--- src/rtl/rs_pkg.sv ---
package rs_pkg;
  typedef enum logic [1:0] {
    ST_IDLE,
    ST_READ,
    ST_UPD,
    ST_SERVE
  } rs_state_e;
endpackage

--- src/rtl/rs_entry_ram.sv ---
module rs_entry_ram #(
  parameter int W = 40,
  parameter int DEPTH = 16,
  localparam int AW = $clog2(DEPTH)
) (
  input  logic          clk,
  input  logic [AW-1:0] addr,
  input  logic          we,
  input  logic [W-1:0]  wdata,
  output logic [W-1:0]  rdata
);
  logic [W-1:0] mem [DEPTH];

  // One port: a write and a registered read share the address.
  always_ff @(posedge clk) begin
    if (we) mem[addr] <= wdata;
    rdata <= mem[addr];
  end
endmodule

--- src/rtl/rs_chip_phase.sv ---
module rs_chip_phase #(
  parameter int CNT_W = 4
) (
  input  logic [CNT_W-1:0] phase,
  input  logic [CNT_W-1:0] period,
  output logic             fire,
  output logic [CNT_W-1:0] phase_nx
);
  always_comb begin
    fire     = 1'b0;
    phase_nx = phase;
    if (period != '0) begin
      if (phase <= CNT_W'(1)) begin
        fire     = 1'b1;
        phase_nx = period;
      end else begin
        phase_nx = phase - 1'b1;
      end
    end
  end
endmodule

--- src/rtl/rs_row_cursor.sv ---
module rs_row_cursor #(
  parameter int N_ROWS = 1024,
  parameter int N_AREAS = 16,
  localparam int ROW_W = $clog2(N_ROWS),
  localparam int IDX_W = $clog2(N_AREAS)
) (
  input  logic             clk,
  input  logic             rst_n,
  input  logic             clear,
  input  logic             step,
  input  logic [ROW_W-1:0] end_row,
  output logic [ROW_W-1:0] row,
  output logic [IDX_W-1:0] idx,
  output logic             area_done
);
  localparam logic [ROW_W-1:0] LAST_ROW = ROW_W'(N_ROWS - 1);
  localparam logic [IDX_W-1:0] LAST_IDX = IDX_W'(N_AREAS - 1);

  logic at_end, at_last;
  assign at_end    = (row == end_row);
  assign at_last   = (row == LAST_ROW);
  assign area_done = at_end | at_last;

  always_ff @(posedge clk) begin
    if (!rst_n || clear) begin
      row <= '0;
      idx <= '0;
    end else if (step) begin
      if (at_last) begin
        row <= '0;
        idx <= '0;
      end else begin
        row <= row + 1'b1;
        if (at_end) idx <= (idx == LAST_IDX) ? '0 : idx + 1'b1;
      end
    end
  end
endmodule

--- src/rtl/area_refresh_sched.sv ---
module area_refresh_sched #(
  parameter int N_ROWS = 1024,
  parameter int N_CHIPS = 8,
  parameter int N_AREAS = 16,
  parameter int CNT_W = 4,
  localparam int ROW_W = $clog2(N_ROWS),
  localparam int IDX_W = $clog2(N_AREAS),
  localparam int VEC_W = N_CHIPS * CNT_W,
  localparam int ENT_W = ROW_W + 2 * VEC_W
) (
  input  logic               clk,
  input  logic               rst_n,
  input  logic               en,
  input  logic               cfg_we,
  input  logic [IDX_W-1:0]   cfg_idx,
  input  logic [ROW_W-1:0]   cfg_end,
  input  logic [VEC_W-1:0]   cfg_phase,
  input  logic [VEC_W-1:0]   cfg_period,
  output logic               ref_valid,
  input  logic               ref_ready,
  output logic [ROW_W-1:0]   ref_row,
  output logic [N_CHIPS-1:0] ref_mask
);
  import rs_pkg::*;

  rs_state_e st_q, st_d;

  logic [IDX_W-1:0]   ram_addr, idx;
  logic               ram_we;
  logic [ENT_W-1:0]   ram_wdata, ram_rdata;
  logic [ROW_W-1:0]   rd_end, end_q, row;
  logic [VEC_W-1:0]   rd_phase, rd_period, nx_phase;
  logic [N_CHIPS-1:0] fire, mask_q;
  logic               cfg_ok, advance, area_done;

  assign {rd_end, rd_period, rd_phase} = ram_rdata;

  for (genvar g = 0; g < N_CHIPS; g++) begin : g_chip
    rs_chip_phase #(.CNT_W(CNT_W)) u_phase (
      .phase   (rd_phase[g*CNT_W +: CNT_W]),
      .period  (rd_period[g*CNT_W +: CNT_W]),
      .fire    (fire[g]),
      .phase_nx(nx_phase[g*CNT_W +: CNT_W])
    );
  end

  // Table port shared between loading and the read-modify-write walk.
  assign cfg_ok    = (st_q == ST_IDLE) && !en;
  assign ram_addr  = cfg_ok ? cfg_idx : idx;
  assign ram_we    = (cfg_ok && cfg_we) || (st_q == ST_UPD);
  assign ram_wdata = cfg_ok ? {cfg_end, cfg_period, cfg_phase}
                            : {rd_end, rd_period, nx_phase};

  rs_entry_ram #(.W(ENT_W), .DEPTH(N_AREAS)) u_ram (
    .clk  (clk),
    .addr (ram_addr),
    .we   (ram_we),
    .wdata(ram_wdata),
    .rdata(ram_rdata)
  );

  assign advance = (st_q == ST_SERVE) && (!(|mask_q) || ref_ready);

  rs_row_cursor #(.N_ROWS(N_ROWS), .N_AREAS(N_AREAS)) u_cursor (
    .clk      (clk),
    .rst_n    (rst_n),
    .clear    (st_q == ST_IDLE),
    .step     (advance),
    .end_row  (end_q),
    .row      (row),
    .idx      (idx),
    .area_done(area_done)
  );

  always_comb begin
    st_d = st_q;
    unique case (st_q)
      ST_IDLE:  if (en) st_d = ST_READ;
      ST_READ:  st_d = en ? ST_UPD : ST_IDLE;
      ST_UPD:   st_d = en ? ST_SERVE : ST_IDLE;
      ST_SERVE: if (advance) begin
                  if (!en) st_d = ST_IDLE;
                  else if (area_done) st_d = ST_READ;
                end
      default:  st_d = ST_IDLE;
    endcase
  end

  always_ff @(posedge clk) begin
    if (!rst_n) begin
      st_q   <= ST_IDLE;
      end_q  <= '0;
      mask_q <= '0;
    end else begin
      st_q <= st_d;
      if (st_q == ST_UPD) begin
        end_q  <= rd_end;
        mask_q <= fire;
      end
    end
  end

  assign ref_valid = (st_q == ST_SERVE) && (|mask_q);
  assign ref_row   = row;
  assign ref_mask  = mask_q;
endmodule

--- config.mk ---
export PLATFORM = sky130hd
export DESIGN_NAME = area_refresh_sched
export DESIGN_NICKNAME = d
export VERILOG_FILES = /design/src/rtl/rs_pkg.sv /design/src/rtl/rs_entry_ram.sv /design/src/rtl/rs_chip_phase.sv /design/src/rtl/rs_row_cursor.sv /design/src/rtl/area_refresh_sched.sv
export SDC_FILE = /design/constraint.sdc
export NUM_CORES = 1
export LEC_CHECK = 0
export CORE_ASPECT_RATIO = 1.4
export CORE_UTILIZATION = 30
export DETAILED_ROUTE_END_ITERATION = 10
export PLACE_DENSITY = 0.48
export SLEW_MARGIN = 25
export SYNTH_ARGS = -nofsm -noshare
export SYNTH_HDL_FRONTEND = slang
export SYNTH_SLANG_ARGS = --single-unit
export TNS_END_PERCENT = 10
--- constraint.sdc ---
create_clock -name clk -period 7.75 [get_ports clk]
set_input_delay 1.55 -clock clk [delete_from_list [all_inputs] [get_ports clk]]
set_output_delay 1.55 -clock clk [all_outputs]
set_load 0.02 [all_outputs]
==> metrics, run 1 <==
result of the run complete, no violations; post-CTS sizing 0; final clock skew around 0.03 ns; total length of routed wires ~170 mm; top cell type by total area after synthesis sky130_fd_sc_hd__edfxtp_1; number of design-rule violations left by the first detailed-router iteration roughly 2900; syn_area_per_cell between 15 and 20 um2; maximum ir drop on the vdd rail ~0.20 mV; fraction of the cycle the final worst path needs 0.615; pins over their slew limit 0; sequential fraction of the synthesis area 0.689; Post-CTS Hold Buffers 0; arrival time of data at the critical path endpoint 5.19 ns; cell area after layout between 0.06 and 0.07 mm2; starting density of the core 0.302; clock network power share 0.401; TritonCTS clock tree built; Endpoint, Worst Hold end_q[1]; worst-path fanout max 150; largest buffer count on any clock path 3; worst setup slack after layout 2.98 ns; Post-layout nets 3494; net switching power 3.66 mW; Cell Rows between 150 and 200; gpl congestion about 0.76; async set-or-reset flop fraction in the synthesized netlist 0; drt pass-1 iters 7; worst relative slew slack 0.272; share of post-route cells with drive strength above 1 0.200; Worst Setup End Kind flop; final critical delay including setup and external delays ~4.8 ns; Worst Path Class, Setup in -> reg; number of filler instances in the final layout 17400; maximum number of pins on one net before global-route repair 151; switching part of the total 0.238; Reg2Reg Capture Point u_ram.rdata[1]; via count of the first global-routing pass roughly 33000; clock transition at the registers of the reported paths 0.06 ns; routed via count divided by cell count 5.39; die area between 0.15 and 0.2 mm2; post-layout utilization of the core 0.348; unrepaired setup endpoints after global routing no; origin of the critical flop-to-flop path st_q[0]; setup TNS after final layout 0 ns; width of the die ~360 um; critical path launch point type input pin; die height ~510 um; net count after synthesis about 3400; cell-internal power 11.8 mW; antenna-violating nets left 0; Primary FF master, synth sky130_fd_sc_hd__edfxtp_1; Unique masters post-synth 60; cts bufs inserted between 100 and 150; Finish-stage setup viols 0; CORE AREA 0.181 mm2; worst setup slack for register-to-register paths 3.77 ns; post-synthesis sequential element count between 1000 and 1500; Setup Fix Bufs, Post-CTS 0; Avg WL per Cell 28.4 um; synthesis-to-finish area growth 15.3%; Worst Reg2Reg Path Length in Cells 7; Final HPWL DP roughly 93 mm; worst hold stages 2; number of top-level pins about 100; leakage power figure about 20 nW; Remaining Overflow, GRT 0; antenna violations before repair 6; post-synthesis instance area 0.0548 mm2; number of levels in the clock H-tree 4; total number of vias about 32000; global-route total usage across every layer 0.182; power density over cell area about 240 mW/mm2; cell count after synthesis about 3300; Comb power frac 0.076; number of sinks driven by the clock tree 1292; number of placed instances, taps included ~5700; CP required 8.17 ns; sequential share of power 0.523; worst-skew pair later-pin latency around 0.78 ns; number of port buffers roughly 100; root buf cell sky130_fd_sc_hd__clkbuf_16; hold_sp u_ram.rdata[65]; post-route non-filler standard cell count 5935; min-delay worst type reg -> reg; DRC violations left 0; wire length of the first global-routing pass about 240 mm; maximum frequency from static timing analysis around 0.21 GHz; Worst-Margin Slew 1.08 ns; EDFF count, synth approximately 1200; instance area after placement around 0.059 mm2; number of warnings printed during yosys synthesis 0; worst slack at placement 2.07 ns; number of maximum-capacitance violations 0; proportion of netlist area held by the largest area contributor 0.649; Hold Violations, Final 0; top cells by area in the synthesized netlist sky130_fd_sc_hd__edfxtp_1 65%, sky130_fd_sc_hd__mux4_2 12%, sky130_fd_sc_hd__dfxtp_1 3.9%
==> power by group through the flow <==
stage	registers, mW	logic, mW	clock network, mW
2_1_floorplan	8.15	0.691	0
3_3_place_gp	8.22	1.17	0
3_5_place_dp	8.22	1.18	0
4_1_cts	8.07	1.18	6.33
5_1_grt	8.07	1.27	6.57
6_report	8.07	1.17	6.19
==> Yosys cell counts (all sizes together) (5+ instances only) <==
cell / instances
nor3: 29
nor2b: 10
a32o: 74
ha: 18
inv: 27
or4: 5
clkbuf: 158
buf: 90
o22a: 76
nor4: 90
o221ai: 74
nand3: 12
dfxtp: 108
a2111oi: 6
mux2i: 7
a21oi: 125
a21boi: 12
or3: 10
edfxtp: 1184
xor2: 12
a211oi: 151
nor2: 62
a31oi: 11
mux4: 296
nand2: 415
and3: 152
o22ai: 8
nand2b: 7
o21ai: 33
nand4: 6
==> cell usage in the layout, fill, tap and decap left out, drive strengths merged, types with 18 or more instances in the layout <==
cell,synthesis,layout
a211oi,151,151
edfxtp,1184,1184
o22a,76,76
clkdlybuf4s50,0,99
ha,18,18
nand2,415,415
clkinv,0,51
a21oi,125,125
nor4,90,90
o221ai,74,74
nor3,29,29
mux4,296,296
dfxtp,108,108
clkbuf,158,175
nor2,62,62
buf,90,97
and3,152,152
inv,27,35
a32o,74,74
o21ai,33,33
==> worst max path at each step <==
stage,startpoint,to,slack (ns),cells past startpoint
finish,en,u_ram.mem[9][1],2.98,7
global route,en,u_ram.mem[9][1],2.81,7
CTS,en,u_ram.mem[9][1],2.91,7
detailed placement,en,u_ram.mem[9][49],2.07,7
global placement,en,u_ram.mem[9][40],2.14,7
floorplan,cfg_idx[1],u_ram.mem[15][0],0.76,8
==> metrics by stage <==
stage	power (mW)	hold WS [ns]
after floorplan	8.84	0.441
after global placement	9.39	0.462
after detailed placement	9.40	0.464
after CTS	15.6	0.469
after global routing	15.9	0.490
final	15.4	0.464
==> state kept, by name (all words and copies together) (netlist names) <==
register,cells
u_cursor.row,10
u_ram.mem,1184
u_ram.rdata,74
ref_mask,8
u_cursor.idx,4
st_q,2
end_q,10
==> final cells by class <==
| class | instances | area, um2 | share of cell area |
|---|---|---|---|
| Tap cell | 2431 | 3040 | 0.0482 |
| Antenna cell | 3 | 7.51 | 0.000119 |
| Timing Repair Buffer | 197 | 1980 | 0.0313 |
| Sequential cell | 1292 | 37700 | 0.597 |
| Clock inverter | 66 | 520 | 0.00824 |
| Multi-Input combinational cell | 1745 | 16200 | 0.256 |
| Inverter | 27 | 101 | 0.00160 |
| Clock buffer | 174 | 3600 | 0.0571 |
==> critical path, cell delays in order <==
cell and delay, ns:
sky130_fd_sc_hd__clkdlybuf4s50_1 0.58, sky130_fd_sc_hd__o31ai_4 0.28, sky130_fd_sc_hd__buf_12 0.54, sky130_fd_sc_hd__and2_4 0.57, sky130_fd_sc_hd__nand2_1 0.35, sky130_fd_sc_hd__a21oi_4 0.86, sky130_fd_sc_hd__buf_12 0.39
==> metal layers <==
| metal | routed length, um | track usage |
|---|---|---|
| met1 | 67500 | 0.226 |
| met2 | 87900 | 0.325 |
| met3 | 8850 | 0.0280 |
| met4 | 4380 | 0.0568 |
| met5 | 7 | 0 |
==> kinds of logic (layout without fill, tap and decap cells) <==
| logic type | Yosys count | in the layout | synth area share |
|---|---|---|---|
| other | 0 | 3 | 0 |
| buffers and inverters | 275 | 464 | 0.0220 |
| flip-flops | 1292 | 1292 | 0.689 |
| XOR/XNOR | 16 | 16 | 0.00256 |
| AND/OR/NAND/NOR | 810 | 810 | 0.0775 |
| multiplexers | 304 | 304 | 0.123 |
| AO/OA/AOI/OAI | 597 | 597 | 0.0818 |
| adder cells (fa/ha/maj) | 18 | 18 | 0.00411 |
Note: power is estimated with default switching activity, not from simulation.
==> run 2, diff against run 1 <==
Settings changed: PLACE_DENSITY 0.48 to 0.5.
Clock period 7.75 ns to 4.3 ns, I/O delays scaled along.
==> run 2 against run 1 <==
Compared with the run above:
- sequential power up 80%
- largest cell class unchanged
- clock power up 87%
- clock-buffer cell count up 15
- non-clock buffer count up 26
- critical path depth down 3
- sequential cell count unchanged
- die area unchanged
- first-iteration DRC count down 8.3%
- utilization up 0.37 points
- critical endpoint is now ref_valid
- clock skew up 0.0035 ns
==> metrics, run 2 (synthesized netlist as in run 1, its figures left out) <==
pins over their slew limit 0; Comb power frac 0.076; number of top-level pins a little over 100; drt pass-1 iters 5; maximum number of pins on one net before global-route repair roughly 150; Hold Violations, Final 0; number of sinks driven by the clock tree about 1300; fraction of the cycle the final worst path needs 0.851; worst setup slack after layout 0.641 ns; leakage power figure approximately 20 nW; Final HPWL DP ~94 mm; worst slack at placement between 0.4 and 0.5 ns; antenna-violating nets left 0; most frequent cells in the layout 1184 x sky130_fd_sc_hd__edfxtp_1, 414 x sky130_fd_sc_hd__nand2_1, 296 x sky130_fd_sc_hd__mux4_2; wire length of the first global-routing pass 239 mm; largest buffer count on any clock path 3; cell-internal power 21.7 mW; final critical delay including setup and external delays 3.66 ns; cts bufs inserted 132; unrepaired setup endpoints after global routing no; CP required between 3 and 4 ns; register name with the most flops u_ram.mem; maximum ir drop on the vdd rail 0.276 mV; Setup Fix Bufs, Post-CTS 0; routed via count divided by cell count around 5.4; largest registers u_ram.mem x1184, u_ram.rdata x74; Post-layout nets 3522; TritonCTS clock tree built; most common library cell in the layout ignoring fill and taps sky130_fd_sc_hd__edfxtp_1; DRC violations left 0; synthesis-to-finish area growth 16.5%; width of the die 363 um; Cell Rows 185; power density over cell area around 440 mW/mm2; worst-skew pair later-pin latency 0.78 ns; Worst Reg2Reg Path Length in Cells 6; Avg WL per Cell between 20 and 30 um; total number of vias roughly 32000; share of post-route cells with drive strength above 1 0.203; worst-path fanout max 3; number of placed instances, taps included 5718; Remaining Overflow, GRT 0; number of levels in the clock H-tree 4; total length of routed wires between 150 and 200 mm; maximum frequency from static timing analysis 0.273 GHz; starting density of the core 0.302; post-route non-filler standard cell count between 5000 and 6000; die area about 0.18 mm2; arrival time of data at the critical path endpoint 2.80 ns; overall power of the completed layout between 20 and 30 mW; Post-CTS Hold Buffers 0; clock transition at the registers of the reported paths 0.06 ns; global-route total usage across every layer 0.180; sequential share of power 0.515; instance area after placement 0.0595 mm2; post-CTS sizing 0; worst hold stages 2; Worst Setup End Kind output port; cell area after layout roughly 0.064 mm2; number of port buffers around 100; root buf cell sky130_fd_sc_hd__clkbuf_16; antenna violations before repair 3; CORE AREA approximately 0.18 mm2; flip-flop count of the largest register after layout between 1000 and 1500; number of maximum-capacitance violations 0; switching part of the total 0.232; die height 507 um; gpl congestion ~0.76; final clock skew approximately 0.033 ns; critical path launch point type flop; Finish-stage setup viols 0; number of design-rule violations left by the first detailed-router iteration ~2600; via count of the first global-routing pass 32900; Worst-Margin Slew between 1 and 1.5 ns; Worst Path Class, Setup reg -> out; worst relative slew slack 0.313; min-delay worst type reg -> reg; result of the run complete, no violations; post-layout utilization of the core 0.352; net switching power roughly 6.6 mW; clock network power share 0.409
[run 2: cell count changes in the layout (fill, tap and decap cells not counted), sizes merged, moves of 2 or more]
cell | before | now
inv | 35 | 33
diode | 3 | 1
clkinv | 51 | 36
bufinv | 4 | 8
clkbuf | 175 | 190
buf | 97 | 123
[run 2: power by group through the flow]
stage | combinational [mW] | clock, mW | sequential (mW)
final | 2.15 | 11.6 | 14.5
after global routing | 2.33 | 12.2 | 14.6
after CTS | 2.18 | 11.8 | 14.5
after detailed placement | 2.17 | 0 | 14.8
after global placement | 2.14 | 0 | 14.8
after floorplan | 1.25 | 0 | 14.7
[run 2: layer usage]
layer  GRT usage  share of wire  up-vias
met5           0              0        -
met3      0.0256          0.051      191
li1            -              -    13800
met4      0.0468          0.019        0
met2       0.323           0.52      958
met1       0.226           0.41    17100
[run 2: metrics by stage]
| step | hold slack, ns | setup TNS, ns |
|---|---|---|
| 6_report | 0.475 | 0 |
| 5_1_grt | 0.497 | 0 |
| 4_1_cts | 0.478 | 0 |
| 3_5_place_dp | 0.469 | 0 |
| 3_3_place_gp | 0.466 | 0 |
| 2_1_floorplan | 0.441 | -292.62 |
[run 2: final cells by class]
type | count | area [um2]
timing repair buffer | 223 | 2470
sequential | 1292 | 37700
clock buffer | 189 | 3800
antenna | 1 | 2.50
clock inverter | 54 | 537
fill | 17300 | 118000
inverter | 27 | 101
multi-input combinational | 1745 | 16100
tap | 2431 | 3040
[run 2: final timing paths]
kind / start / end / slack (ns)
worst max-delay path: ref_mask[7] / ref_valid / 0.64
worst min-delay path: end_q[4] / end_q[4] / 0.48
worst max register to register: st_q[0] / u_ram.mem[5][52] / 1.13
worst min register to register: end_q[4] / end_q[4] / 0.48
[run 2: worst max-delay path: stages, from the launching register on]
cell                              delay [ns]
sky130_fd_sc_hd__dfxtp_1                0.36
sky130_fd_sc_hd__or4_1                  0.80
sky130_fd_sc_hd__nor2_1                 0.24
sky130_fd_sc_hd__nor2_1                 0.07
sky130_fd_sc_hd__clkdlybuf4s50_1        0.54
